$ cat src/rtl/ptrmod_pkg.sv
package ptrmod_pkg;

    // Post-access behaviour selected by a 2-bit mode field
    typedef enum logic [1:0] {
        PM_DEC      = 2'b00,
        PM_INC      = 2'b01,
        PM_HOLD     = 2'b10,
        PM_HOLD_ALT = 2'b11
    } pm_mode_e;

    localparam int PM_FIELD_W = 2;

endpackage

$ cat src/rtl/ptrmod_mode_sel.sv
module ptrmod_mode_sel
    import ptrmod_pkg::*;
(
    input  logic [PM_FIELD_W-1:0] field_i,
    output logic                  do_inc_o,
    output logic                  do_dec_o
);

    pm_mode_e mode;

    always_comb begin
        mode     = pm_mode_e'(field_i);
        do_inc_o = 1'b0;
        do_dec_o = 1'b0;
        unique case (mode)
            PM_DEC:      do_dec_o = 1'b1;
            PM_INC:      do_inc_o = 1'b1;
            PM_HOLD,
            PM_HOLD_ALT: ;
        endcase
    end

endmodule

$ cat src/rtl/ptrmod_step.sv
module ptrmod_step #(
    parameter int PTR_W = 8
) (
    input  logic [PTR_W-1:0] cur_i,
    input  logic             do_inc_i,
    input  logic             do_dec_i,
    input  logic             acc_i,
    input  logic             wr_en_i,
    input  logic [PTR_W-1:0] wr_data_i,
    output logic [PTR_W-1:0] nxt_o
);

    localparam logic [PTR_W-1:0] ONE = PTR_W'(1);

    always_comb begin
        nxt_o = cur_i;
        if (wr_en_i) begin
            nxt_o = wr_data_i;              // processor write has priority
        end else if (acc_i && do_inc_i) begin
            nxt_o = cur_i + ONE;            // wraps at the top
        end else if (acc_i && do_dec_i) begin
            nxt_o = cur_i - ONE;            // wraps at the bottom
        end
    end

endmodule

$ cat src/rtl/ptr_postmod_unit.sv
module ptr_postmod_unit #(
    parameter int PTR_W  = 8,
    parameter int STAT_W = 8
) (
    input  logic              clk,
    input  logic              rst_n,
    input  logic              ptr0_we,
    input  logic [PTR_W-1:0]  ptr0_wdata,
    input  logic              ptr1_we,
    input  logic [PTR_W-1:0]  ptr1_wdata,
    input  logic              stat_we,
    input  logic [STAT_W-1:0] stat_wdata,
    input  logic              acc0_stb,
    input  logic              acc1_stb,
    output logic [PTR_W-1:0]  ptr0,
    output logic [PTR_W-1:0]  ptr1,
    output logic [STAT_W-1:0] stat
);

    import ptrmod_pkg::*;

    localparam int NPTR     = 2;
    localparam int MODE_LSB = STAT_W - NPTR * PM_FIELD_W;
    localparam logic [STAT_W-1:0] STAT_RST =
        {{(NPTR*PM_FIELD_W){1'b1}}, {MODE_LSB{1'b0}}};

    typedef struct packed {
        logic [STAT_W-1:0]           stat;
        logic [NPTR-1:0][PTR_W-1:0]  ptr;
    } state_t;

    state_t st_d, st_q;

    logic [NPTR-1:0]             we_v;
    logic [NPTR-1:0]             acc_v;
    logic [NPTR-1:0]             inc_v;
    logic [NPTR-1:0]             dec_v;
    logic [NPTR-1:0][PTR_W-1:0]  wd_v;
    logic [NPTR-1:0][PTR_W-1:0]  step_v;

    assign we_v  = {ptr1_we, ptr0_we};
    assign acc_v = {acc1_stb, acc0_stb};
    assign wd_v  = {ptr1_wdata, ptr0_wdata};

    // pointer k takes its mode from field k above MODE_LSB
    for (genvar k = 0; k < NPTR; k++) begin : g_ptr
        ptrmod_mode_sel u_sel (
            .field_i  (st_q.stat[MODE_LSB + PM_FIELD_W*k +: PM_FIELD_W]),
            .do_inc_o (inc_v[k]),
            .do_dec_o (dec_v[k])
        );

        ptrmod_step #(.PTR_W(PTR_W)) u_step (
            .cur_i     (st_q.ptr[k]),
            .do_inc_i  (inc_v[k]),
            .do_dec_i  (dec_v[k]),
            .acc_i     (acc_v[k]),
            .wr_en_i   (we_v[k]),
            .wr_data_i (wd_v[k]),
            .nxt_o     (step_v[k])
        );
    end

    always_comb begin
        st_d     = st_q;
        st_d.ptr = step_v;
        if (stat_we) begin
            st_d.stat = stat_wdata;
        end
    end

    always_ff @(posedge clk) begin
        if (!rst_n) begin
            st_q.stat <= STAT_RST;
            st_q.ptr  <= '0;
        end else begin
            st_q <= st_d;
        end
    end

    assign ptr0 = st_q.ptr[0];
    assign ptr1 = st_q.ptr[1];
    assign stat = st_q.stat;

endmodule

$ cat config.mk
export PLATFORM = sky130hd
export DESIGN_NAME = ptr_postmod_unit
export DESIGN_NICKNAME = d
export VERILOG_FILES = /design/src/rtl/ptrmod_pkg.sv /design/src/rtl/ptrmod_mode_sel.sv /design/src/rtl/ptrmod_step.sv /design/src/rtl/ptr_postmod_unit.sv
export SDC_FILE = /design/constraint.sdc
export NUM_CORES = 1
export LEC_CHECK = 0
export BUFFER_PORTS_ARGS = -buffer_cell sky130_fd_sc_hd__buf_2
export CAP_MARGIN = 20
export CORE_MARGIN = 2
export CORE_UTILIZATION = 45
export DETAILED_ROUTE_END_ITERATION = 7
export HOLD_SLACK_MARGIN = 0.15
export PLACE_DENSITY = 0.81
export SYNTH_ARGS = -nofsm -noshare
export SYNTH_HDL_FRONTEND = slang
export SYNTH_HIERARCHICAL = 1
export SYNTH_SLANG_ARGS = --single-unit
$ cat constraint.sdc
create_clock -name clk -period 2.51 [get_ports clk]
set_input_delay 0.1255 -clock clk [delete_from_list [all_inputs] [get_ports clk]]
set_output_delay 0.1255 -clock clk [all_outputs]
set_load 0.05 [all_outputs]
==> Word-level counts from Yosys, hierarchy flattened <==
Index checks and enable logic that the tools add are counted.
{ "word_totals": {"output_inout_bits": 24, "regBits": 24} }
{ "classes": {"muxes": 10, "eq_ne": 2, "reduce_logical": 8, "add_sub_neg": 4} }
{ "op_table": {"columns": ["cell", "n"], "rows": [
  ["8-bit two-way mux", 6],
  ["8-bit by 1-bit adder with 8-bit output, second input constant", 2],
  ["8-bit by 1-bit subtractor with 8-bit output, second input constant", 2],
  ["3-bit nonzero test", 2],
  ["2-bit by 1-bit equality test with 1-bit output, second input constant", 2],
  ["1-bit logical AND", 4],
  ["2-bit logical NOT", 2],
  ["1-bit two-way mux", 4]
]} }

==> Logic depth before layout (Yosys ltp) <==
Gate-level depths: netlist of run 1.
{ "depth": {"depth_word": 6, "ltp_mapped": 7, "depth_no_buf": 7} }

==> Modules after synthesis <==
The synthesis of run 1 kept the hierarchy.
{ "by_module_without_submodules": {"columns": ["mod", "area_each_um2", "n_inst", "seq_area_each_um2", "cells_per_inst"], "rows": [
  ["ptrmod_step", 392.9, 2, 0.0, 61],
  ["ptr_postmod_unit", 721.9, 1, 480.5, 59],
  ["ptrmod_mode_sel", 12.5, 2, 0.0, 2]
]} }

==> Least setup slack after synthesis of run 1 <==
OpenSTA, ideal clock, no wires.
{ "synth_timing": {"path_kind": "reg2reg", "startpoint": "register stat[4] (netlist name)", "endpoint": "register st_q, in the netlist ptr0[3]", "path_buffers": 0, "setup_slack_ps": 617, "arrival_time_ps": 1834, "setup_time_ps": 59, "stages_incl_launch_ff": 7, "path_cell_list": "dfxtp_1 -> nor2b_2 -> and4_1 -> a21oi_1 -> or3_1 -> a31oi_1 -> and2_1"} }
{ "synth_rtl": {"columns": ["item", "line", "source"], "rows": [
  ["end signal, assigned", "ptr_postmod_unit.sv:77", "st_q <= st_d;"],
  ["end, declared", "ptr_postmod_unit.sv:32", "state_t st_d, st_q;"]
]} }

==> impl_metrics.csv, run 1 <==
group,metric,value,unit
cts,cts_setup_buffers,0,
logic_synthesis,yosysMostFrequentCell,"dfxtp_1",
worst_setup_path,required,2.77,ns
placed_design,hpwl,2534,um
power,max-vdd-ir-drop,0.0002768,V
worst_setup_path,reg2reg_start,"stat[6]",
final_layout,flow.area_growth_from_synthesis,33.63,%
logic_synthesis,dominantRegCellSynth,"dfxtp_1",
grt,first_global_vias,1398,
final_layout,finalNetCount,292,
worst_setup_path,crit_path_max_fanout,8,
route,routed_wirelength,3729,um
route,wl_per_cell,12.35,um
logic_synthesis,synth_largest_type_area_fraction,31.35,%
logic_synthesis,synth_top_family_by_area,"simple AND/OR/NAND/NOR gates",
timing,timing.clock.skew,0.004288,ns
logic_synthesis,ys_seq_area_share,31.35,%
worst_setup_path,critical_path.endpoint_type,"flip-flop",
route,dr.pass1.iters,5,
cts,cts_resized,0,
grt,gr-total-overflow,0,
worst_setup_path,critical_path.max_stage_delay,0.39,ns
floorplanning,row_count,21,
logic_synthesis,synthXorXnorAreaFrac,2.286,%
floorplanning,die-height,62.36,um
timing,timing.final.crit_share,66.43,%
placed_design,globalplace.congestion,0.8827,
logic_synthesis,syn-cell-area,1533,um2
logic_synthesis,synth_edf_count,0,
logic_synthesis,async_reset_ff_share,0,%
grt,gr-usage-all-layers,19.75,%
logic_synthesis,count_of_different_cell_masters_after_synthesis,34,
logic_synthesis,netlist_top_cells_count,"24 x dfxtp_1, 20 x nand2_1, 18 x and2_1, 18 x nor2_1",
timing,fin_tns_setup,0,ns
logic_synthesis,synth_adder_area_share,3.265,%
cts,cts_max_path_buffers,2,
cts,worst_setup_hold_path_clk_slew,0.14,ns
worst_setup_path,setup.worst_path.class,"flip-flop to flip-flop",
timing,final-setup-viol-count,0,
logic_synthesis,synth_area_leaders,"dfxtp_1 31%, and2_1 7.3%, mux2i_1 5.2%",
logic_synthesis,synth_mux_area_share,8.163,%
worst_setup_path,crit_path_start,"stat[6]",
timing,final_period_minus_worst_setup_slack,1.667,ns
power,powerDensity,448.8,nW/um2
cts,numCtsBuffers,3,
worst_setup_path,crit_chain,"nor2b_2 -> and4_1 -> a21oi_1 -> or3_1 -> a31oi_1 -> and2_1",
worst_hold_path,hp-class,"input pin to flip-flop",
grt,grt_pass1_wl,6348,um
timing,slew_at_the_pin_with_the_worst_max_slew_slack,0.3656,ns
logic_synthesis,post_synth.cell_area_avg,8.285,um2
floorplanning,die_w,62.36,um
cts,cts.root.buffer_cell,"clkbuf_4",
logic_synthesis,syn-instance-count,185,
route,post_drt_via_cell_ratio,5.136,
placed_design,io_buffers,54,
route,post-route-drc-count,0,
power,power.leakage,0.9120,nW
grt,maximum_number_of_pins_on_one_net_before_global_route_repair,25,
final_layout,layout-drive-gt1-share,27.34,%
logic_synthesis,synth_simple_gate_area_share,37.71,%
worst_setup_path,critical_path_arrival,1.93,ns
grt,initial_antenna_violation_count,0,
floorplanning,floorplan.core_area,3311,um2
timing,maxSlewHeadroom,75.63,%
logic_synthesis,synthDominantAreaCellType,"dfxtp_1",
cts,tritoncts,"done",
logic_synthesis,synth-compound-area-share,13.39,%
route,routed-via-count,1551,
worst_hold_path,worst_hold_startpoint,"rst_n",
flow_run,max-cap-violations,0,
timing,unrepaired_setup_endpoints_after_global_routing,"false",
route,final_antenna_net_count,0,
logic_synthesis,synthesized_nets,220,
logic_synthesis,synth_warnings,6,
timing,slew_viol_final,0,
floorplanning,io_pins,55,
final_layout,finish.utilization,61.87,%
timing,report.final.hold_viol_count,0,
floorplanning,initial_core_util,46.30,%
cts,worstSkewPairLatency,0.31,ns
worst_setup_path,critical_path.startpoint_type,"flip-flop",
outcome,outcome,"completed",
route,drt_iter0_markers,96,
final_layout,insertedDiodeCount,0,
cts,cts.htree.levels,1,
cts,clock_sink_count,24,
logic_synthesis,synth-seq-cells,24,
timing,max_clock_freq,0.5998,GHz
worst_setup_path,cpMaxStageDelayCell,"dfxtp_1",
floorplanning,die_area,3889,um2
-- path summary, 6_finish.rpt --
kind	to	slack (ns)	depth (start not counted)
max	ptr1[3]	0.84	6
min	stat[4]	0.16	2
max reg2reg	ptr1[3]	0.84	6
min reg2reg	stat[3]	0.53	2
-- timing repair --
| item | CTS | global route |
|---|---|---|
| endpoints found under the hold margin | 16 | 0 |
| hold buffers | 18 | 0 |
| setup endpoints to repair | 0 | 0 |
-- cell usage in the layout (no fill, tap or decap), types with 3 or more instances in the layout --
cell and instances:
and2_1 18, dfxtp_1 24, nand3_1 8, nor2b_1 6, a311oi_1 6, o21ai_0 8
buf_2 54, nand4b_1 4, mux2i_1 8, inv_1 8, dlygate4sd3_1 18, nand2_1 20
clkbuf_4 3, a21boi_0 4, a21oi_1 8, nor2_1 18, ha_1 4, mux2_2 4
-- metal layers --
layer | vias to the layer above | GRT usage [%] | wire [um]
met1 | 724 | 25.93 | 1701
met4 | 0 | 3.333 | 0
met3 | 0 | 2.174 | 111
met5 | - | 0 | 0
met2 | 31 | 35.46 | 1916
li1 | 796 | - | -
-- power breakdown --
group          switching (W)  total (W)  internal (W)
registers          0.0000332   0.000439      0.000406
logic               0.000165   0.000274      0.000109
clock network       0.000118   0.000206     0.0000884
-- flip-flops by register name (all words and copies together), names as in the netlist --
| signal | flops |
|---|---|
| ptr0 | 8 |
| ptr1 | 8 |
| stat | 8 |
-- area by class of cell --
class | instances | area [um2]
repair buffers | 72 | 450.4
inverters | 8 | 30.03
clock buffers | 4 | 36.28
multi-input cells | 148 | 993.5
flip-flops and latches | 24 | 480.5
well taps | 46 | 57.56
fillers | 325 | 1262
-- cell families after synthesis --
| logic type | after synthesis |
|---|---|
| AO/OA/AOI/OAI | 32 |
| adder cells (fa/ha/maj) | 4 |
| buffers and inverters | 13 |
| multiplexers | 12 |
| flip-flops | 24 |
| XOR/XNOR | 4 |
| AND/OR/NAND/NOR | 96 |
-- through the flow --
step | worst slack, ns | total power [W] | instances | hold WS, ns | instance area, um2
final | 0.8427 | 0.0009193 | 302 | 0.1568 | 2048
after floorplan | 0.6170 | 0.0006288 | 185 | 0.2537 | 1533
after detailed placement | 0.8544 | 0.0006981 | 280 | 0.3497 | 1832
after global placement | 0.9295 | 0.0006938 | 280 | 0.3384 | 1832
after global routing | 0.7054 | 0.0009705 | 302 | 0.1853 | 2048
after CTS | 0.8375 | 0.0009317 | 302 | 0.1564 | 2048
-- critical path: cells and delay by family, from the launching register on --
family,cells,cell delay (ns)
simple gates,4,1.01
compound gates,2,0.22
flops,1,0.39
No activity file was read; power rests on OpenSTA's default activity.
==> inputs of run 2 (changes only) <==
Clock period 2.51 ns to 1.7 ns, I/O delays scaled along.
==> run 2 against run 1 <==
Maximum frequency increased by 5.6%. Sequential cell count unchanged. Non-clock buffer count increased by 7. Final cell count increased by 2.3%. Register-to-register slack got worse by 0.72 ns. First-iteration DRC count decreased by 33%. Clock power increased by 110%. Worst setup slack got worse by 0.72 ns. Critical endpoint is now ptr1[2]. Largest power group unchanged.
==> impl_metrics.csv, run 2 (synthesis gave the netlist of run 1 again) <==
group,metric,value,unit
timing,report.final.hold_viol_count,0,
floorplanning,die_w,62.36,um
grt,gr-total-overflow,0,
route,post_drt_via_cell_ratio,5.065,
route,routed-via-count,1565,
grt,initial_antenna_violation_count,0,
route,drt_iter0_markers,64,
worst_setup_path,reg2reg_start,"stat[6]",
outcome,outcome,"completed",
route,wl_per_cell,12.33,um
final_layout,insertedDiodeCount,0,
worst_setup_path,rrSetupSlack,0.12,ns
cts,cts.htree.levels,1,
grt,first_global_vias,1487,
floorplanning,initial_core_util,46.30,%
worst_setup_path,critical_path.startpoint_type,"flip-flop",
floorplanning,row_count,21,
cts,numCtsBuffers,3,
placed_design,place.detailed.instances,280,
final_layout,most-common-layout-cells,"54 x buf_2, 23 x dlygate4sd3_1, 20 x nand2_1, 18 x and2_1",
placed_design,globalplace.congestion,0.8941,
floorplanning,die_area,3889,um2
floorplanning,io_pins,55,
placed_design,io_buffers,54,
worst_setup_path,critical_path_arrival,1.81,ns
timing,fin_tns_setup,0,ns
final_layout,stdcell_area,2185,um2
grt,maximum_number_of_pins_on_one_net_before_global_route_repair,25,
cts,clock_sink_count,24,
final_layout,layout-drive-gt1-share,32.32,%
timing,slew_viol_final,0,
timing,unrepaired_setup_endpoints_after_global_routing,"false",
flow_run,max-cap-violations,0,
worst_hold_path,hp-class,"input pin to flip-flop",
timing,max_clock_freq,0.6333,GHz
final_layout,finalNetCount,299,
worst_setup_path,crit_chain,"nor2b_4 -> buf_4 -> nand3b_1 -> a21boi_1 -> xor2_1 -> mux2_2 -> and2_1",
timing,whs,0.1620,ns
worst_setup_path,critical_path.endpoint_type,"flip-flop",
placed_design,hpwl,2590,um
timing,slew_at_the_pin_with_the_worst_max_slew_slack,0.3570,ns
worst_setup_path,required,1.93,ns
floorplanning,die-height,62.36,um
grt,grt_pass1_wl,6506,um
final_layout,fill_cells,292,
timing,timing.final.crit_share,92.89,%
cts,cts_max_path_buffers,2,
worst_hold_path,min_path_cells,4,
cts,worstSkewPairLatency,0.32,ns
cts,worst_setup_hold_path_clk_slew,0.15,ns
grt,gr-usage-all-layers,20.35,%
power,max-vdd-ir-drop,0.0004119,V
timing,final-setup-viol-count,0,
worst_setup_path,crit_path_max_fanout,6,
route,dr.pass1.iters,4,
timing,final_period_minus_worst_setup_slack,1.579,ns
power,power.leakage,0.9612,nW
final_layout,flow.area_growth_from_synthesis,42.53,%
worst_hold_path,worst_hold_startpoint,"ptr1_wdata[4]",
floorplanning,floorplan.core_area,3311,um2
power,powerDensity,690.3,nW/um2
worst_setup_path,critical_path.max_stage_delay,0.41,ns
worst_setup_path,r2r.worst_path.cells,7,
worst_setup_path,cpMaxStageDelayCell,"dfxtp_4",
timing,maxSlewHeadroom,76.20,%
worst_setup_path,crit-reg2reg-capture,"ptr1[2]",
final_layout,instances_no_fill,309,
route,post-route-drc-count,0,
final_layout,layout.cells.most_common,"buf_2",
route,final_antenna_net_count,0,
worst_hold_path,hold_path_end,"ptr1[4]",
timing,timing.clock.skew,0.007605,ns
placed_design,placed_cell_area,1847,um2
cts,tritoncts,"done",
worst_setup_path,setup.worst_path.class,"flip-flop to flip-flop",
cts,cts.root.buffer_cell,"clkbuf_4",
route,routed_wirelength,3811,um
==> run 2: where the power goes <==
| group | internal, W | total [W] | leakage, nW | switching [W] |
|---|---|---|---|---|
| clock network | 0.000238 | 0.000428 | 0.0279 | 0.000190 |
| logic | 0.000176 | 0.000423 | 0.734 | 0.000247 |
| registers | 0.000601 | 0.000657 | 0.199 | 0.0000556 |
| total | 0.00101 | 0.00151 | 0.961 | 0.000493 |
==> run 2: layout make-up <==
| cell class | instances | area (um2) | area share (%) |
|---|---|---|---|
| inverter | 8 | 30.03 | 1.375 |
| sequential | 24 | 493.0 | 22.57 |
| multi-input combinational | 148 | 1036 | 47.42 |
| clock buffer | 3 | 22.52 | 1.031 |
| timing repair buffer | 79 | 515.5 | 23.60 |
| tap | 46 | 57.56 | 2.635 |
| clock inverter | 1 | 30.03 | 1.375 |
==> run 2: metal layers <==
metal	vias up	global-route usage, %	wire length, um	share of wire [%]
met3	4	2.355	119	3.1
li1	815	-	-	-
met2	38	36.68	1908	50
met4	0	5.833	42	1.1
met5	-	0	0	0
met1	708	25.57	1741	46
==> run 2: worst max-delay path by stage <==
stage / start / to / slack [ns] / cells past startpoint
floorplan: stat[4] / ptr0[3] / -0.001 / 6
global placement: stat[5] / ptr0[3] / 0.17 / 6
detailed placement: stat[4] / ptr0[3] / 0.11 / 6
CTS: stat[4] / ptr0[3] / 0.07 / 6
global route: stat[6] / ptr1[7] / 0.008 / 6
finish: stat[6] / ptr1[2] / 0.12 / 7
==> run 2: critical path: cells and delay by family, from the launching register on <==
family	cells	cell delay, ns
XOR/XNOR	1	0.14
buffers and inverters	1	0.14
multiplexers	1	0.26
AO/OA/AOI/OAI	1	0.07
AND/OR/NAND/NOR	3	0.47
flip-flops	1	0.41
==> run 2: per-stage QoR <==
step                      setup slack (ns)  util (%)  total power [W]
after CTS                          0.07085     64.32         0.001501
final                               0.1209     65.99         0.001508
after global routing              0.007591     65.99         0.001585
after detailed placement            0.1071     55.78         0.001036
after global placement              0.1743     55.78         0.001029
after floorplan                  -0.001120         -        0.0009329
==> run 2: what timing repair did <==
action	CTS	global route
hold buffers	23	0
endpoints found under the hold margin	19	0
setup endpoints to repair	0	6
resized for setup	0	12
setup buffers	0	2
